<file path="config.mk">
export PLATFORM = sky130hd
export DESIGN_NAME = uart_bit_timer
export DESIGN_NICKNAME = d
export VERILOG_FILES = /design/src/rtl/uart_bt_pkg.sv /design/src/rtl/bt_cfg_regs.sv /design/src/rtl/bt_half_counter.sv /design/src/rtl/bt_bit_index.sv /design/src/rtl/uart_bit_timer.sv
export SDC_FILE = /design/constraint.sdc
export NUM_CORES = 1
export LEC_CHECK = 0
export ABC_AREA = 0
export BUFFER_PORTS_ARGS = -buffer_cell sky130_fd_sc_hd__buf_2
export CELL_PAD_IN_SITES_DETAIL_PLACEMENT = 0
export CELL_PAD_IN_SITES_GLOBAL_PLACEMENT = 1
export CORE_UTILIZATION = 43
export DETAILED_ROUTE_END_ITERATION = 8
export PLACE_DENSITY_LB_ADDON = 0.05
export RECOVER_POWER = 50
export SLEW_MARGIN = 20
export SYNTH_ARGS = -nofsm -noshare
export SYNTH_HDL_FRONTEND = slang
export SYNTH_SLANG_ARGS = --single-unit
</file>
<file path="constraint.sdc">
create_clock -name clk -period 3.36 [get_ports clk]
set_input_delay 0.672 -clock clk [delete_from_list [all_inputs] [get_ports clk]]
set_output_delay 0.672 -clock clk [all_outputs]
set_load 0.05 [all_outputs]
</file>
<file path="src/rtl/uart_bt_pkg.sv">
package uart_bt_pkg;

    localparam int DIV_W     = 8;
    localparam int NIB_W     = 4;
    localparam int STUFF_MAX = 8;
    localparam int LEN_W     = $clog2(8 * (2 ** DIV_W) + STUFF_MAX + 1);

    localparam logic [DIV_W-1:0] FAST_CODE = '1;

    typedef enum logic {
        HALF_FIRST  = 1'b0,
        HALF_SECOND = 1'b1
    } half_e;

    typedef struct packed {
        logic             fast;
        logic [LEN_W-1:0] len_first;
        logic [LEN_W-1:0] len_second;
    } bt_cfg_t;

    function automatic logic [NIB_W-1:0] clamp_stuff(input logic [NIB_W-1:0] nib);
        return (nib > NIB_W'(STUFF_MAX)) ? NIB_W'(STUFF_MAX) : nib;
    endfunction

    function automatic bt_cfg_t decode_cfg(input logic [DIV_W-1:0] div,
                                           input logic [2*NIB_W-1:0] adj);
        bt_cfg_t          c;
        logic [LEN_W-1:0] eff_div;
        logic [LEN_W-1:0] base;
        logic [LEN_W-1:0] s_hi;
        logic [LEN_W-1:0] s_lo;
        eff_div = (div == '0) ? LEN_W'(1) : LEN_W'(div);
        s_hi    = LEN_W'(clamp_stuff(adj[2*NIB_W-1:NIB_W]));
        s_lo    = LEN_W'(clamp_stuff(adj[NIB_W-1:0]));
        c.fast  = (div == FAST_CODE);
        base    = c.fast ? LEN_W'(1) : (eff_div << 3);
        c.len_first  = base + s_hi;
        c.len_second = base + s_lo;
        return c;
    endfunction

endpackage

</file>
<file path="src/rtl/bt_cfg_regs.sv">
module bt_cfg_regs
    import uart_bt_pkg::*;
#(
    parameter int DEF_DIV = 13,
    parameter int DEF_ADJ = 0
) (
    input  logic                 clk,
    input  logic                 rst,
    input  logic                 wr_div,
    input  logic                 wr_adj,
    input  logic [DIV_W-1:0]     wdata,
    input  logic                 reload,
    output bt_cfg_t              act_cfg
);

    localparam logic [DIV_W-1:0]   RST_DIV = DIV_W'(DEF_DIV);
    localparam logic [2*NIB_W-1:0] RST_ADJ = (2*NIB_W)'(DEF_ADJ);

    logic [DIV_W-1:0]   prog_div;
    logic [2*NIB_W-1:0] prog_adj;

    always_ff @(posedge clk) begin
        if (rst) begin
            prog_div <= RST_DIV;
            prog_adj <= RST_ADJ;
        end else begin
            if (wr_div) prog_div <= wdata;
            if (wr_adj) prog_adj <= wdata;
        end
    end

    always_ff @(posedge clk) begin
        if (rst) begin
            act_cfg <= decode_cfg(RST_DIV, RST_ADJ);
        end else if (reload) begin
            act_cfg <= decode_cfg(prog_div, prog_adj);
        end
    end

endmodule

</file>
<file path="src/rtl/bt_half_counter.sv">
module bt_half_counter
    import uart_bt_pkg::*;
(
    input  logic    clk,
    input  logic    rst,
    input  logic    restart,
    input  bt_cfg_t act_cfg,
    output logic    sample_stb,
    output logic    bit_end_stb
);

    half_e            half_q;
    logic [LEN_W-1:0] cnt_q;
    logic [LEN_W-1:0] cur_len;
    logic             last;

    always_comb begin
        cur_len = (half_q == HALF_FIRST) ? act_cfg.len_first : act_cfg.len_second;
        last    = (cnt_q == cur_len - LEN_W'(1));
    end

    assign sample_stb  = last && (half_q == HALF_FIRST);
    assign bit_end_stb = last && (half_q == HALF_SECOND);

    always_ff @(posedge clk) begin
        if (rst || restart) begin
            half_q <= HALF_FIRST;
            cnt_q  <= '0;
        end else if (last) begin
            half_q <= (half_q == HALF_FIRST) ? HALF_SECOND : HALF_FIRST;
            cnt_q  <= '0;
        end else begin
            cnt_q  <= cnt_q + LEN_W'(1);
        end
    end

endmodule

</file>
<file path="src/rtl/bt_bit_index.sv">
module bt_bit_index #(
    parameter int FRAME_BITS = 10,
    localparam int IDX_W = $clog2(FRAME_BITS)
) (
    input  logic             clk,
    input  logic             rst,
    input  logic             restart,
    input  logic             bit_end,
    output logic [IDX_W-1:0] idx,
    output logic             frame_end
);

    localparam logic [IDX_W-1:0] LAST_IDX = IDX_W'(FRAME_BITS - 1);

    assign frame_end = bit_end && (idx == LAST_IDX);

    always_ff @(posedge clk) begin
        if (rst || restart) begin
            idx <= '0;
        end else if (frame_end) begin
            idx <= '0;
        end else if (bit_end) begin
            idx <= idx + IDX_W'(1);
        end
    end

endmodule

</file>
<file path="src/rtl/uart_bit_timer.sv">
module uart_bit_timer
    import uart_bt_pkg::*;
#(
    parameter int FRAME_BITS = 10,
    parameter int DEF_DIV    = 13,
    parameter int DEF_ADJ    = 0,
    localparam int IDX_W     = $clog2(FRAME_BITS)
) (
    input  logic             clk,
    input  logic             rst,
    input  logic             wr_div,
    input  logic             wr_adj,
    input  logic [7:0]       wdata,
    input  logic             rx_start,
    output logic             sample_stb,
    output logic             bit_end_stb,
    output logic             frame_end_stb,
    output logic [IDX_W-1:0] bit_index
);

    bt_cfg_t act_cfg;
    logic    reload;

    // Boundary: end of the last bit, or a realignment from the receiver.
    assign reload = rx_start || frame_end_stb;

    bt_cfg_regs #(
        .DEF_DIV (DEF_DIV),
        .DEF_ADJ (DEF_ADJ)
    ) u_regs (
        .clk     (clk),
        .rst     (rst),
        .wr_div  (wr_div),
        .wr_adj  (wr_adj),
        .wdata   (wdata),
        .reload  (reload),
        .act_cfg (act_cfg)
    );

    bt_half_counter u_cnt (
        .clk         (clk),
        .rst         (rst),
        .restart     (rx_start),
        .act_cfg     (act_cfg),
        .sample_stb  (sample_stb),
        .bit_end_stb (bit_end_stb)
    );

    bt_bit_index #(
        .FRAME_BITS (FRAME_BITS)
    ) u_idx (
        .clk       (clk),
        .rst       (rst),
        .restart   (rx_start),
        .bit_end   (bit_end_stb),
        .idx       (bit_index),
        .frame_end (frame_end_stb)
    );

endmodule

</file>
== Yosys cells after proc, flatten, opt, wreduce, memory -nomap -nowiden ==
Index checks and enable logic that the tools add are counted.
Storage, ports and cells
  register bits after elaboration: 57
  input port bits: 13
  output and inout port bits: 7
  logic and storage cells: 32
Cells by class
  $add $sub $neg: 5
  order comparisons: 2
  eq/ne operators: 3
  muxes and demuxes: 6
  bitwise logic cells: 1
  reduce and logical (&&, ||, !) cells: 8
Operator list (count)
  adder 12 x 4 -> 12 bit: 2
  two-way mux 12 bit: 2
  adder 12 x 1 -> 12 bit (second input constant): 1
  equality test 12 bit: 1
  subtractor 12 x 1 -> 12 bit (second input constant): 1
  equality test 8 bit (second input constant): 1
  > comparator 4 bit (second input constant): 2
  zero test 8 bit: 1
  two-way mux 4 bit: 2
  two-way mux 8 bit: 1
  adder 4 x 1 -> 4 bit (second input constant): 1
  equality test 4 bit (second input constant): 1
  OR reduction 2 bit: 2
  logical AND 1 bit: 3
  logical OR 1 bit: 2
  two-way mux 1 bit: 1
  NOT 1 bit: 1

== Depth between registers and ports, before layout ==
Gate-level depths: netlist of the first run.
  word-level depth: 6
  mapped depth: 13
  depth with buffers taken out: 12

== Cells and area by module ==
A second synthesis of the first run with hierarchy kept.
Unflattened totals
  cell total of the unflattened synthesis: 403
  area, all modules: 3482.1 um^2
Modules (own cells, without submodules)
  bt_cfg_regs: instances 1, cells each 236, area each 2087.0 um^2, seq. area each 820.8 um^2
  bt_half_counter: instances 1, cells each 147, area each 1191.1 um^2, seq. area each 260.2 um^2
  bt_bit_index: instances 1, cells each 19, area each 197.7 um^2, seq. area each 80.1 um^2
  uart_bit_timer: instances 1, cells each 1, area each 6.3 um^2, seq. area each 0.0 um^2

== Worst setup path before layout of the first run ==
OpenSTA, ideal clock, no wires.
  kind: reg-to-output
  start point: register u_cnt.half_q
  end point: output frame_end_stb
  arrival: 3956 ps
  path slack: -1268 ps
  stages on the path, launching flop included: 11
  path buffers: 3
  path through: dfxtp_1 buf_6 buf_6 buf_2 mux2i_1 ha_1 o221ai_1 nor3_1 xor2_1 or3_1 nor4_1
Between the ends
  cells in the longest elaborated chain, start to end: 5
RTL lines
  start, declared: line bt_half_counter.sv:12  | half_e half_q;
  start signal, assigned: line bt_half_counter.sv:30  | half_q <= (half_q == HALF_FIRST) ? HALF_SECOND : HALF_FIRST;
  two-way mux 12 bit: line bt_half_counter.sv:18  | cur_len = (half_q == HALF_FIRST) ? act_cfg.len_first : act_cfg.len_second;
  subtractor 12 x 1 -> 12 bit: line bt_half_counter.sv:19  | last = (cnt_q == cur_len - LEN_W'(1));
  equality test 12 bit: line bt_half_counter.sv:19
  logical AND 1 bit *: line bt_half_counter.sv:23  | assign bit_end_stb = last && (half_q == HALF_SECOND);
  logical AND 1 bit *: line bt_bit_index.sv:15  | assign frame_end = bit_end && (idx == LAST_IDX);
  end, declared: line uart_bit_timer.sv:17  | output logic frame_end_stb,
Every way passes the cells marked *; elsewhere a longest branch is shown, timed or not.

== Final worst setup path of the first run ==
  start point: register u_cnt.half_q
  end point: output sample_stb
Between the ends
  cells in the longest elaborated chain, start to end: 4
  elaborated cells on any way between the ends: 5
  those cells by class: add/sub (1); eq/ne (1); mux (1); bitwise (1); reduce/logical (1)
RTL lines
  two-way mux 12 bit: line bt_half_counter.sv:18
  subtractor 12 x 1 -> 12 bit: line bt_half_counter.sv:19
  equality test 12 bit: line bt_half_counter.sv:19
  logical AND 1 bit *: line bt_half_counter.sv:22  | assign sample_stb = last && (half_q == HALF_FIRST);
  end, declared: line uart_bit_timer.sv:15  | output logic sample_stb,
Marked as above.

==> key figures, run 1 <==
Cells and area
  • Antenna cells: 0
  • Fin nets: 454
  • Layout cells sized above 1: 24.3%
  • Layout Utilization: 55.3%
  • Finished Cell Area: 0.00436 mm^2
  • Layout fillers: 706
  • Layout area overhead: 22.0%

Drt
  • Via Count: 2872
  • Total wire length: 8190 um
  • DRC: 0
  • DRT iter0 DRCs: 118
  • Drt via density: 5.34
  • Wire length per cell: 15.2 um
  • Post-route ant nets: 0
  • First-pass DRT Iterations: 4

Timing
  • Relative slew slack: -15.9%
  • Final Cycle Share: 101%
  • Setup TNS: -0.0425 ns
  • Worst Skew: 0.00757 ns
  • Finish-stage setup viols: 1
  • Final WS setup: -0.0425 ns
  • Worst slew pin tran: 1.74 ns
  • RSZ-0062 raised after global routing: yes
  • Final Max Tran Viols: 46
  • Post-route minimum period: 3.40 ns
  • Fin. Hold Viols: 0
  • Fmax: 0.294 GHz
  • Hold Slack: 0.490 ns

Synth
  • Most common cell in the netlist: nor2_1
  • Syn nets: 421
  • Yosys top cell area share: 32.0%
  • Synth Instances: 398
  • EDFF count, synth: 0
  • Top post-synthesis cells by count: nor2_1 (62), dfxtp_1 (57), mux2i_1 (42)
  • Synth Flop Type: dfxtp_1
  • Synth warn: 0
  • Syn_area_per_cell: 8.97 um^2
  • Count of cell types in the netlist: 53
  • FF+latch count, synth: 57
  • Async SR Flop Fraction: 0%
  • Post-Syn Area: 0.00357 mm^2
  • Largest cells by area after synthesis: dfxtp_1 (32%), mux2i_1 (12%), nor2_1 (6.5%)
  • Synth area leader: dfxtp_1
  • Sequential-to-total area share from yosys stat: 32.0%

Hold path
  • Worst min path class: flip-flop to flip-flop
  • Min-delay src: u_regs.prog_adj[2]

Power
  • Final Power: 1.74 mW
  • Clock power share: 46.5%
  • P_leak: 1.69 nW
  • Comb power frac: 11.4%
  • Sw Ratio: 25.0%
  • Worst VDD drop: 211 uV
  • Internal: 1.31 mW
  • PwrDens: 400 mW/mm^2
  • Reg power frac: 42.1%
  • NetSw: 0.435 mW

Floorplanning
  • Core Region: 0.00789 mm^2
  • Chip Width: 93.1 um
  • I/O pin cnt: 20
  • Initial Util: 45.3%
  • Die Ht: 93.1 um
  • Row count: 32
  • Die footprint: 0.00867 mm^2

Global route
  • Grt total ovfl: 0
  • GR Util All Layers: 20.2%
  • Vias in the first global route: 2742
  • Initial antenna violation count: 0
  • First-pass GRT wire length: 13600 um
  • Largest net degree at the start of global routing: 46

Worst setup path
  • R2R setup slack: 0.13 ns
  • Cell Chain, Critical Path: buf_6 > buf_4 > nor3_4 > o22ai_4 > a211o_1 > xnor2_2 > or3_4 > nor4_4 > buf_6
  • CP max FO: 6
  • Max incr delay on CP: 0.46 ns
  • Crit path arrival time: 2.73 ns
  • Crit Path Class: flip-flop to output port
  • Worst flop-to-flop path startpoint: u_cnt.half_q
  • CP most frequent cell: buf_6
  • Highest-delay cell along the critical path: or3_4
  • CP Buf/Inv Count: 3
  • Critical Path Source Type: flip-flop
  • Worst EP required: 2.69 ns
  • CP top delay family: simple AND/OR/NAND/NOR gates
  • CP endpoint kind: output port
  • Worst Setup SP: u_cnt.half_q

Placed design
  • Routability cong.: 0.791
  • Post-DP HPWL: 5920 um
  • Placed inst area: 0.00385 mm^2
  • Port Buffers: 19

Flow run
  • Max-cap violations: 1

CTS
  • TritonCTS Buffers: 9
  • CTS tree: yes
  • Clock sink total: 57
  • Clock latency on the worst-skew pair: 0.35 ns
  • Clock H-tree levels: 3
  • Clock transition at path regs: 0.07 ns
  • Clk buf depth: 2
  • Hold_buf cts: 0
  • Root Driver: clkbuf_8

Outcome
  • Failing checks: capacitance limit, slew limit, setup timing
  • Status: finished with violations
-- final timing paths --
| check | cells past startpoint | to |
|---|---|---|
| setup / recovery | 9 | sample_stb |
| hold / removal | 2 | u_regs.prog_adj[2] |
| setup reg to reg | 10 | u_regs.act_cfg[16] |
| hold reg to reg | 2 | u_regs.prog_adj[2] |
-- registers in the layout, indices dropped and copies added, names as in the netlist --
register,flops
u_idx.idx,4
u_cnt.half_q,1
u_regs.act_cfg,24
u_cnt.cnt_q,12
u_regs.prog_div,8
u_regs.prog_adj,8
-- worst register-to-register path, stage by stage (launching register included) --
cell      delay [ns]
dfxtp_4         0.42
buf_8           0.17
mux2i_1         0.25
xnor2_1         0.20
and4bb_2        0.29
buf_4           0.13
o311ai_0        0.57
nor4_4          0.12
a21oi_4         0.14
clkbuf_4        0.43
mux2_2          0.40
-- final cells by class --
cell class,count,area (um^2),area share (%)
inverter,7,26.3,0.603
clock buffer,11,141,3.24
timing repair buffer,41,288,6.60
clock inverter,5,103,2.35
multi-input combinational,315,2530,58.0
tap,102,128,2.93
sequential,57,1140,26.3
-- cells in the final DEF, fill, tap and decap left out, types with 11 or more instances in the layout --
master,n
nand2_1,17
nor2_1,62
mux2i_1,36
dfxtp_1,56
xnor2_1,19
buf_2,11
xor2_1,16
nor2b_1,21
buf_4,16
nand2b_1,13
nand3_1,11
nor3_1,13
-- metal layers --
layer	wire length (um)	vias to the layer above	track usage (%)
li1	-	1459	-
met1	3870	1369	25.2
met2	3980	33	33.9
met3	188	11	3.41
met4	147	0	8.85
met5	0	-	0
-- stage by stage --
stage / setup WS [ns] / std cells
after floorplan: -0.0386 / 398
after global placement: 0.157 / 511
after detailed placement: 0.0934 / 511
after CTS: 0.00511 / 530
after global routing: -0.110 / 538
final: -0.0425 / 538
-- power by group through the flow --
stage	logic [mW]	registers, mW	clock network (mW)
final	0.198	0.733	0.810
after global routing	0.220	0.737	0.854
after CTS	0.189	0.730	0.825
after detailed placement	0.185	0.745	0
after global placement	0.184	0.744	0
after floorplan	0.148	0.734	0
-- timing repair --
item                       4_1_cts  5_1_grt
setup endpoints to repair        3        3
buffers inserted                 3        8
pin swaps                        1       11
gates resized for setup         17       26
-- logic make-up (layout without fill, tap and decap cells) --
logic type | count (synthesis) | in the layout | share of synthesized area [%]
AOI/OAI and AO/OA | 34 | 34 | 8.20
xor gates and xnor gates | 39 | 39 | 9.57
adders and majority gates | 10 | 10 | 3.50
buffers and inverters | 26 | 64 | 3.82
DFF | 57 | 57 | 32.0
muxes | 57 | 57 | 17.2
and+or+nand+nor | 175 | 175 | 25.7
No activity file was read; power rests on OpenSTA's default activity.
==> run 2: changes to the inputs <==
--- a/config.mk
+++ b/config.mk
@@ -9,11 +9,12 @@
 export BUFFER_PORTS_ARGS = -buffer_cell sky130_fd_sc_hd__buf_2
 export CELL_PAD_IN_SITES_DETAIL_PLACEMENT = 0
 export CELL_PAD_IN_SITES_GLOBAL_PLACEMENT = 1
-export CORE_UTILIZATION = 43
+export CORE_UTILIZATION = 42
 export DETAILED_ROUTE_END_ITERATION = 8
 export PLACE_DENSITY_LB_ADDON = 0.05
 export RECOVER_POWER = 50
 export SLEW_MARGIN = 20
 export SYNTH_ARGS = -nofsm -noshare
 export SYNTH_HDL_FRONTEND = slang
+export SYNTH_HIERARCHICAL = 1
 export SYNTH_SLANG_ARGS = --single-unit
==> run 2 against run 1 <==
  * The run still ends with capacitance limit, slew limit, setup timing left
  * Routed wire length rose by 12%
  * Final area increased by 0.72%
  * Worst setup slack worse by 0.62 ns
  * Sequential share of layout area is 0.19 points lower
  * Count of clock-buffer cells in the layout is the same
  * Via count up 8.2%
  * Fmax is 15% lower
  * Utilization rose by 0.68 points
  * First-iteration DRC count is 24% lower
  * Highest routed layer unchanged
  * Critical path depth grew 2
  * Clock power fell by 19%
  * Die area down 1.1%
==> key figures, run 2 <==
Outcome
  • Status: finished with violations
  • Failing checks: capacitance limit, slew limit, setup timing

Worst setup path
  • Critical Path Source Type: flip-flop
  • R2R cell count: 18
  • Crit Path Class: flip-flop to output port
  • CP endpoint kind: output port
  • CP max FO: 4
  • Max incr delay on CP: 0.48 ns
  • Crit path arrival time: 3.35 ns
  • Worst EP required: 2.69 ns
  • Cell Chain, Critical Path: mux2i_4 > ha_2 > or4b_4 > o2bb2a_4 > a31o_4 > nand4_1 > a2111oi_2 > or3b_4 > nor2_4 > and4b_4 > buf_8
  • Highest-delay cell along the critical path: or4b_4

Drt
  • Via Count: 3108
  • Wire length per cell: 16.0 um
  • Post-route ant nets: 0
  • DRC: 0
  • DRT iter0 DRCs: 90
  • Total wire length: 9140 um
  • First-pass DRT Iterations: 4
  • Drt via density: 5.44

CTS
  • TritonCTS Buffers: 9
  • Root Driver: clkbuf_8
  • Clock sink total: 57
  • Clock transition at path regs: 0.07 ns
  • Clock latency on the worst-skew pair: 0.34 ns
  • Clk buf depth: 2
  • Clock H-tree levels: 3
  • Hold_buf cts: 0
  • CTS tree: yes

Cells and area
  • Finished Cell Area: 0.00439 mm^2
  • Post-Layout Cell Count: 571
  • Layout Utilization: 55.9%
  • Reg with most FFs: u_regs/act_cfg
  • Layout fillers: 759
  • Max reg flops: 24
  • Commonest cells after routing, fill and taps aside: nor2_1 (64), dfxtp_1 (56), buf_4 (47)
  • Layout cells sized above 1: 27.1%
  • Fin nets: 487
  • Antenna cells: 0
  • Top Registers: u_regs/act_cfg x24, u_cnt/cnt_q x12
  • Commonest non-fill, non-tap cell in the layout: nor2_1
  • Layout area overhead: 27.3%

Timing
  • Final Cycle Share: 120%
  • Worst slew pin tran: 1.92 ns
  • Final Max Tran Viols: 43
  • Fmax: 0.249 GHz
  • Finish-stage setup viols: 27
  • Relative slew slack: -28.1%
  • RSZ-0062 raised after global routing: yes
  • Worst Skew: 0.00789 ns
  • Post-route minimum period: 4.02 ns
  • Final WS setup: -0.660 ns
  • Hold Slack: 0.496 ns
  • Fin. Hold Viols: 0

Floorplanning
  • Initial Util: 43.9%
  • Die footprint: 0.00858 mm^2
  • Row count: 32
  • Die Ht: 92.6 um
  • Chip Width: 92.6 um
  • I/O pin cnt: 20
  • Core Region: 0.00785 mm^2

Hold path
  • Worst min path class: flip-flop to flip-flop
  • Hold Path Depth: 2

Synth
  • Post-Syn Area: 0.00345 mm^2
  • Synth Instances: 400
  • Syn nets: 423
  • Syn_area_per_cell: 8.62 um^2
  • Synth warn: 6

Global route
  • Initial antenna violation count: 0
  • Grt total ovfl: 0
  • Largest net degree at the start of global routing: 43
  • Vias in the first global route: 3021
  • GR Util All Layers: 22.6%
  • First-pass GRT wire length: 15000 um

Power
  • Clock power share: 40.2%
  • PwrDens: 370 mW/mm^2
  • Worst VDD drop: 199 uV
  • Reg power frac: 45.0%
  • P_leak: 1.79 nW
  • Comb power frac: 14.8%
  • NetSw: 0.446 mW
  • Internal: 1.18 mW
  • Sw Ratio: 27.4%
  • Final Power: 1.63 mW

Placed design
  • Port Buffers: 19
  • Placed inst area: 0.00390 mm^2
  • Routability cong.: 0.897
  • Post-DP HPWL: 6730 um
  • Placed insts: 539

Flow run
  • Max-cap violations: 1
-- run 2: cell types whose count changed in the layout (fill, tap and decap cells not counted), moves of 7 or more --
| cell | before | now |
|---|---|---|
| mux2_2 | 8 | 1 |
| nand2b_1 | 13 | 0 |
| nor2b_1 | 21 | 5 |
| mux2_4 | 7 | 0 |
| buf_4 | 16 | 47 |
-- run 2: repair_timing --
item,CTS,global route
setup endpoints to repair,27,31
pin swaps,12,10
setup buffers,10,10
cloned,1,0
gates resized for setup,32,18
-- run 2: critical path, delay by kind of cell, from the launching register on --
kind	cells	cell delay, ns
buffers and inverters	1	0.15
adders and majority gates	1	0.21
and+or+nand+nor	5	1.39
AOI/OAI and AO/OA	3	0.63
muxes	1	0.24
DFF	1	0.39
-- run 2: layout make-up --
class                           instances  area (um^2)  share of cell area [%]
Clock buffer                           11          141                    3.22
Clock inverter                          5         55.1                    1.25
Inverter                                7         31.3                   0.713
Multi-Input combinational cell        311         2270                    51.7
Sequential cell                        57         1140                    26.1
Tap cell                              102          128                    2.91
Timing Repair Buffer                   78          618                    14.1
-- run 2: path summary, 6_finish.rpt --
check | from | to | slack [ns]
setup / recovery | u_cnt/half_q | frame_end_stb | -0.66
hold / removal | u_regs/act_cfg[20] | u_regs/act_cfg[20] | 0.50
setup reg to reg | u_cnt/half_q | u_regs/act_cfg[5] | -0.57
hold reg to reg | u_regs/act_cfg[20] | u_regs/act_cfg[20] | 0.50
-- run 2: per-stage QoR --
stage,setup WS (ns),TNS (ns)
6_report,-0.660,-14.03
5_1_grt,-0.786,-19.69
4_1_cts,-0.650,-13.28
3_5_place_dp,-0.570,-12.27
3_3_place_gp,-0.335,-6.50
2_1_floorplan,-0.984,-25.21
-- run 2: power groups by stage --
stage | combinational [mW] | clock [mW] | sequential, mW
floorplan | 0.146 | 0 | 0.737
global placement | 0.214 | 0 | 0.746
detailed placement | 0.215 | 0 | 0.746
CTS | 0.230 | 0.665 | 0.731
global route | 0.264 | 0.699 | 0.735
finish | 0.241 | 0.653 | 0.732
-- run 2: layer usage --
metal  global-route usage [%]  share of wire (%)  up-vias
li1                         -                  -     1575
met4                     8.72                1.6        0
met3                     3.86                3.3       13
met5                        0                  0        -
met1                     27.3                 45     1454
met2                     39.8                 50       66
